File: src/rtl/chdrv_pkg.sv
package chdrv_pkg;
  typedef enum logic [1:0] {
    SRC_PAR = 2'b00,
    SRC_OR  = 2'b01,
    SRC_AND = 2'b10,
    SRC_SER = 2'b11
  } src_mode_e;
endpackage

File: src/rtl/chdrv_cmd_sel.sv
module chdrv_cmd_sel
  import chdrv_pkg::*;
(
  input  logic       par_in,
  input  logic       ser_bit,
  input  logic [1:0] mode,
  output logic       cmd
);
  src_mode_e m;
  assign m = src_mode_e'(mode);

  always_comb begin
    unique case (m)
      SRC_PAR: cmd = par_in;
      SRC_OR:  cmd = par_in | ser_bit;
      SRC_AND: cmd = par_in & ser_bit;
      default: cmd = ser_bit;
    endcase
  end
endmodule

File: src/rtl/chdrv_ovl_timer.sv
module chdrv_ovl_timer #(
  parameter int SHUTOFF_TICKS = 50,
  parameter int FILTER_TICKS  = 100
) (
  input  logic clk,
  input  logic rst_n,
  input  logic run,
  input  logic tick,
  input  logic lim_mode,
  output logic shut_hit,
  output logic filt_hit
);
  localparam int CNT_MAX = (SHUTOFF_TICKS > FILTER_TICKS) ? SHUTOFF_TICKS : FILTER_TICKS;
  localparam int CNT_W   = $clog2(CNT_MAX + 1);
  localparam logic [CNT_W-1:0] MAX_L  = CNT_W'(CNT_MAX);
  localparam logic [CNT_W-1:0] SHUT_L = CNT_W'(SHUTOFF_TICKS);
  localparam logic [CNT_W-1:0] FILT_L = CNT_W'(FILTER_TICKS);

  logic [CNT_W-1:0] cnt_q;

  // count survives lim_mode changes; only a drop of run restarts it
  always_ff @(posedge clk) begin
    if (!rst_n)                       cnt_q <= '0;
    else if (!run)                    cnt_q <= '0;
    else if (tick && cnt_q != MAX_L)  cnt_q <= cnt_q + 1'b1;
  end

  assign shut_hit = run && !lim_mode && (cnt_q >= SHUT_L);
  assign filt_hit = run &&  lim_mode && (cnt_q >= FILT_L);
endmodule

File: src/rtl/chdrv_ot_guard.sv
module chdrv_ot_guard (
  input  logic clk,
  input  logic rst_n,
  input  logic hot,
  input  logic on_q,
  input  logic latch_mode,
  input  logic rise,
  output logic off_next,
  output logic off_q
);
  always_comb begin
    off_next = off_q;
    if (hot && on_q)
      off_next = 1'b1;
    else if (off_q && (latch_mode ? rise : !hot))
      off_next = 1'b0;
  end

  always_ff @(posedge clk) begin
    if (!rst_n) off_q <= 1'b0;
    else        off_q <= off_next;
  end
endmodule

File: src/rtl/chan_drive_seq.sv
module chan_drive_seq #(
  parameter int SHUTOFF_TICKS = 50,
  parameter int FILTER_TICKS  = 100
) (
  input  logic       clk,
  input  logic       rst_n,
  input  logic       par_in,
  input  logic       ser_bit,
  input  logic [1:0] src_mode,
  input  logic       sleep,
  input  logic       ot_latch,
  input  logic       lim_mode,
  input  logic       slew_in,
  input  logic       tick,
  input  logic       ot_hot,
  input  logic       ilim_hit,
  output logic       gate_en,
  output logic       limit_req,
  output logic       ot_flag,
  output logic       ovl_flag,
  output logic       slew_sel
);
  logic cmd, cmd_q, rise;
  logic gate_q, gate_n;
  logic ot_off_n, ot_off_q;
  logic ovl_off_q, ovl_off_n;
  logic shut_hit, filt_hit, filt_q;

  chdrv_cmd_sel u_sel (
    .par_in (par_in),
    .ser_bit(ser_bit),
    .mode   (src_mode),
    .cmd    (cmd)
  );

  assign rise = cmd && !cmd_q;

  chdrv_ot_guard u_ot (
    .clk       (clk),
    .rst_n     (rst_n),
    .hot       (ot_hot),
    .on_q      (gate_q),
    .latch_mode(ot_latch),
    .rise      (rise),
    .off_next  (ot_off_n),
    .off_q     (ot_off_q)
  );

  chdrv_ovl_timer #(
    .SHUTOFF_TICKS(SHUTOFF_TICKS),
    .FILTER_TICKS (FILTER_TICKS)
  ) u_tmr (
    .clk     (clk),
    .rst_n   (rst_n),
    .run     (ilim_hit && gate_q),
    .tick    (tick),
    .lim_mode(lim_mode),
    .shut_hit(shut_hit),
    .filt_hit(filt_hit)
  );

  // timed switch-off latch, released only by a fresh command edge
  always_comb begin
    ovl_off_n = ovl_off_q;
    if (shut_hit)  ovl_off_n = 1'b1;
    else if (rise) ovl_off_n = 1'b0;
  end

  assign gate_n = cmd && !ot_off_n && !ovl_off_n && !sleep;

  always_ff @(posedge clk) begin
    if (!rst_n) begin
      cmd_q     <= 1'b0;
      gate_q    <= 1'b0;
      ovl_off_q <= 1'b0;
      filt_q    <= 1'b0;
    end else begin
      cmd_q     <= cmd;
      gate_q    <= gate_n;
      ovl_off_q <= ovl_off_n;
      filt_q    <= filt_hit;
    end
  end

  // thermal trip cuts the gate without waiting for an edge
  assign gate_en   = gate_q && !ot_hot;
  assign limit_req = gate_en && lim_mode;
  assign ot_flag   = ot_off_q;
  assign ovl_flag  = ovl_off_q || filt_q;
  assign slew_sel  = slew_in;
endmodule

File: config.mk
export PLATFORM = sky130hd
export DESIGN_NAME = chan_drive_seq
export DESIGN_NICKNAME = d
export VERILOG_FILES = /design/src/rtl/chdrv_pkg.sv /design/src/rtl/chdrv_cmd_sel.sv /design/src/rtl/chdrv_ovl_timer.sv /design/src/rtl/chdrv_ot_guard.sv /design/src/rtl/chan_drive_seq.sv
export SDC_FILE = /design/constraint.sdc
export NUM_CORES = 1
export LEC_CHECK = 0
export CAP_MARGIN = 20
export CORE_AREA = 3 3 40 42
export DETAILED_ROUTE_END_ITERATION = 12
export DIE_AREA = 0 0 43 45
export DONT_BUFFER_PORTS = 1
export GPL_ROUTABILITY_DRIVEN = 0
export PLACE_DENSITY = 0.58
export SLEW_MARGIN = 30
export SYNTH_ARGS = -nofsm -noshare
export SYNTH_HDL_FRONTEND = slang
export SYNTH_SLANG_ARGS = --single-unit
File: constraint.sdc
create_clock -name clk -period 1.53 [get_ports clk]
set_clock_uncertainty 0.1 [all_clocks]
set_input_delay 0.153 -clock clk [delete_from_list [all_inputs] [get_ports clk]]
set_output_delay 0.153 -clock clk [all_outputs]
set_load 0.05 [all_outputs]
==> results.txt <==
The die covers 1940 µm². The floorplan die width is 43 µm, and the count of flip-flops with a built-in enable after synthesis is 0. The count of final max-slew check failures came out at 0. The worst register-to-register path begins at u_tmr.cnt_q[0]$_SDFFE_PN0P_.

Setup slack on the critical path of the routed design comes to 0.0419 ns. Measured against its own limit, the worst slew margin works out to 72.9%. Terminus of the critical flop-to-flop path: ovl_off_q$_SDFF_PN0_. The root buffer cell chosen for the clock tree is clkbuf_4. Synthesis produced a netlist with a net count of 83.

Summing all non-filler instances in the final layout gives an area of 741 µm². Counting tap cells, the placed design contains a total of 89 instances. For the met2 wire length, the log shows 515 µm. The worst setup path is captured at a flip-flop.

The worst register-to-register path has a depth of 6. The area of the placeable core came out at 1280 µm². The hold path depth is 3, and the largest vdd supply drop is 0.575 mV.

The top cell type by total area after synthesis is dfxtp_1. The number of failing hold endpoints at the final stage was 0; the TritonCTS buffer count was 3. The flow ran to the end, and the final reports show no timing, DRC or antenna violations. Static timing analysis puts the maximum clock frequency at 672 MHz. The mux contribution to synthesized area came out at 1.93%. For the total of warnings raised by yosys, the log shows 0. For this run, the leading register cell type out of synthesis is dfxtp_1.

For this run the aggregate overflow at the end of global routing stands at 0. After synthesis, the netlist uses 28 different library cells. The via count of the first global-routing pass is 415, and the synthesized area divided by synthesized cell count is 8.57 µm².

The first-pass GRT wire length was 1.86 mm. In this run the top signal layer used is met4. The run gives 0 as the final setup violation count.

In this run, synthesis produced a sequential element count of 12. The tools report the register area share after synthesis as 41.2%. The cell area after placement is 654 µm², and the area of the mapped netlist is 583 µm².

Total power divided by cell area: 733 nW/µm². The number of I/O port buffers was 0. The worst slack at placement came out at 0.0243 ns. For hold timing, the worst endpoint is u_tmr.cnt_q[2]$_SDFFE_PN0P_. Of the cells placed in the final design, the portion with a size suffix greater than 1 is 26.8%. The total routed wire length on the met1 layer was 552 µm; the xor and xnor area share after synthesis was 6.01%. By area the synthesized netlist is led by dfxtp_1, xor2_1, nor2_1. In this run the core area contains 13 standard-cell rows. The kind of start point of the critical path was a flip-flop. For the number of antenna violations at the first check in global routing, the log shows 0. The fraction of the mapped netlist area in compound gates was 9.01%. The tools report the launch point of the worst hold path as tick.

The startpoint-to-endpoint class of the critical path is reg2reg. After the first detailed-routing iteration, the DRC count stood at 3. After clock tree synthesis, the clock-pin slew on the worst setup and hold paths is 0.06 ns.

For this configuration, the core starts out at a cell density of 45.4%. Of all flip-flops after synthesis, the portion carrying an async set or reset was 0%. The detailed placement HPWL came out at 877 µm. In this run the worst path has a maximum fanout of 2.

The cell leakage power came out at 0.290 nW. The first-pass iteration count of the detailed router is 3, and the count of nets after finishing is 99. The logs give 0 for the number of nets with antenna violations after detailed routing and 97 for the final standard cell count with taps included and fillers excluded. Floorplan die height: 45 µm. The number of buffers on the longest clock path was 2; the number of maximum-capacitance violations was 0.

The detail-routed net length per standard cell is 12.0 µm, and the total number of H-tree levels is 1. Detailed routing inserted a total of 495 vias. In this run the register-to-register setup slack is 0.04 ns. The sum of negative setup slack was 0 ns.

The layout overhead on the synthesized area is 27.0%, and the adder and majority cell fraction of the synthesized area is 4.29%. TritonCTS built the clock tree. The routed design uses 87 µm of met3 wire. The tools report the number of sinks handled by clock tree synthesis as 12. By area, the combinational part of the netlist is dominated by simple AND/OR/NAND/NOR gates.

At the later pin of the worst-skew pair, clock insertion delay measures 0.26 ns. The number of antenna diodes in the final layout is 0. The slew at the pin with the worst max-slew slack came out at 0.403 ns.

The worst path arrival time is 1.55 ns, and the area fraction of the dominant cell type after synthesis is 41.2%. Setup repair after global routing could not meet its margin everywhere. The tools report the number of standard cells after synthesis as 68.

The total global routing track utilization is 13.7%, and the largest net degree at the start of global routing is 8. In this run the worst hold path is classified as in2reg. The final layout contains routed wiring with a total length of 1.17 mm.

At the worst endpoint, the required time is 1.59 ns. After detailed routing, the number of remaining DRC violations is 0. Measured on the finished design, the core utilization comes to 57.6%. Of the total synthesized cell area, the portion taken by AND, OR, NAND and NOR gates is 33.5%. The worst path uses 97.3% of the clock period.

The final critical path time including I/O delays and setup is 1.49 ns. The number of primary I/O pins was 18. Detail-routed via count per cell: 5.10.
placed cells by master, fill, tap and decap left out, types with 2 or more instances in the layout:
cell / n
dlygate4sd3_1: 5
inv_1: 2
clkbuf_4: 3
nand2_1: 5
nand4_1: 3
a21oi_1: 3
and2_1: 2
o21ai_0: 3
xor2_1: 4
nor3_1: 3
dfxtp_1: 11
nor2_1: 7
buf_4: 8
nand3_1: 3
cell type report:
class,instances,area (µm²)
Clock buffer,3,22.5
Fill cell,123,544
Inverter,3,11.3
Multi-Input combinational cell,51,337
Sequential cell,12,241
Tap cell,15,18.8
Timing Repair Buffer,13,110
how the worst max path moves through the flow:
stage / cells past startpoint / to / startpoint
2_1_floorplan: 6 / ovl_off_q$_SDFF_PN0_ / u_tmr.cnt_q[0]$_SDFFE_PN0P_
3_3_place_gp: 6 / ovl_off_q$_SDFF_PN0_ / u_tmr.cnt_q[0]$_SDFFE_PN0P_
3_5_place_dp: 6 / ovl_off_q$_SDFF_PN0_ / u_tmr.cnt_q[0]$_SDFFE_PN0P_
4_1_cts: 6 / ovl_off_q$_SDFF_PN0_ / u_tmr.cnt_q[0]$_SDFFE_PN0P_
5_1_grt: 6 / ovl_off_q$_SDFF_PN0_ / u_tmr.cnt_q[0]$_SDFFE_PN0P_
6_report: 6 / ovl_off_q$_SDFF_PN0_ / u_tmr.cnt_q[0]$_SDFFE_PN0P_
through the flow:
stage	hold slack [ns]	total power, W
final	0.0275	0.000543
after global routing	0.0312	0.000580
after CTS	0.0227	0.000554
after detailed placement	0.126	0.000358
after global placement	0.126	0.000358
after floorplan	0.124	0.000358
worst max-delay path, stage by stage, from the launching register on:
cell     delay, ns
dfxtp_2       0.33
inv_2         0.04
ha_2          0.16
or4_4         0.42
nor2_4        0.12
o22ai_2       0.07
and2_1        0.14
per-layer routing:
metal,global-route usage (%),up-vias
met4,7.23,0
met1,16.9,211
met3,6.37,2
met2,19.8,15
met5,0,-
li1,-,267
cells in the mapped netlist, types with 2 or more instances:
cell / n
and2_1: 3
o21ai_0: 3
nand3_1: 3
nor2_1: 7
nor2b_1: 2
inv_1: 3
ha_1: 2
nand4_1: 3
nand2_1: 5
xor2_1: 4
nor3_1: 3
dfxtp_1: 12
a21oi_1: 3
cell families after synthesis:
| family | Yosys count |
|---|---|
| AO/OA/AOI/OAI | 9 |
| XOR/XNOR | 4 |
| adder cells (fa/ha/maj) | 2 |
| buffers and inverters | 5 |
| flip-flops | 12 |
| multiplexers | 1 |
| AND/OR/NAND/NOR | 35 |
flip-flops by register name (all words and copies together) (netlist names):
name,flops
gate_q,1
filt_q,1
cmd_q,1
ovl_off_q,1
u_ot.off_q,1
u_tmr.cnt_q,7
what timing repair did:
action                                  CTS  global route
endpoints found under the setup margin    0             2
hold buffers                              5             0
setup buffers                             0             0
endpoints found under the hold margin     8             0
resized for setup                         0             4
power breakdown:
part	leakage (nW)	switching [W]	internal (W)	total, W
combinational	0.178	0.0000240	0.0000214	0.0000455
sequential	0.0976	0.00000226	0.000317	0.000319
clock	0.0138	0.0000874	0.0000908	0.000178
(Power assumes the default switching activity.)
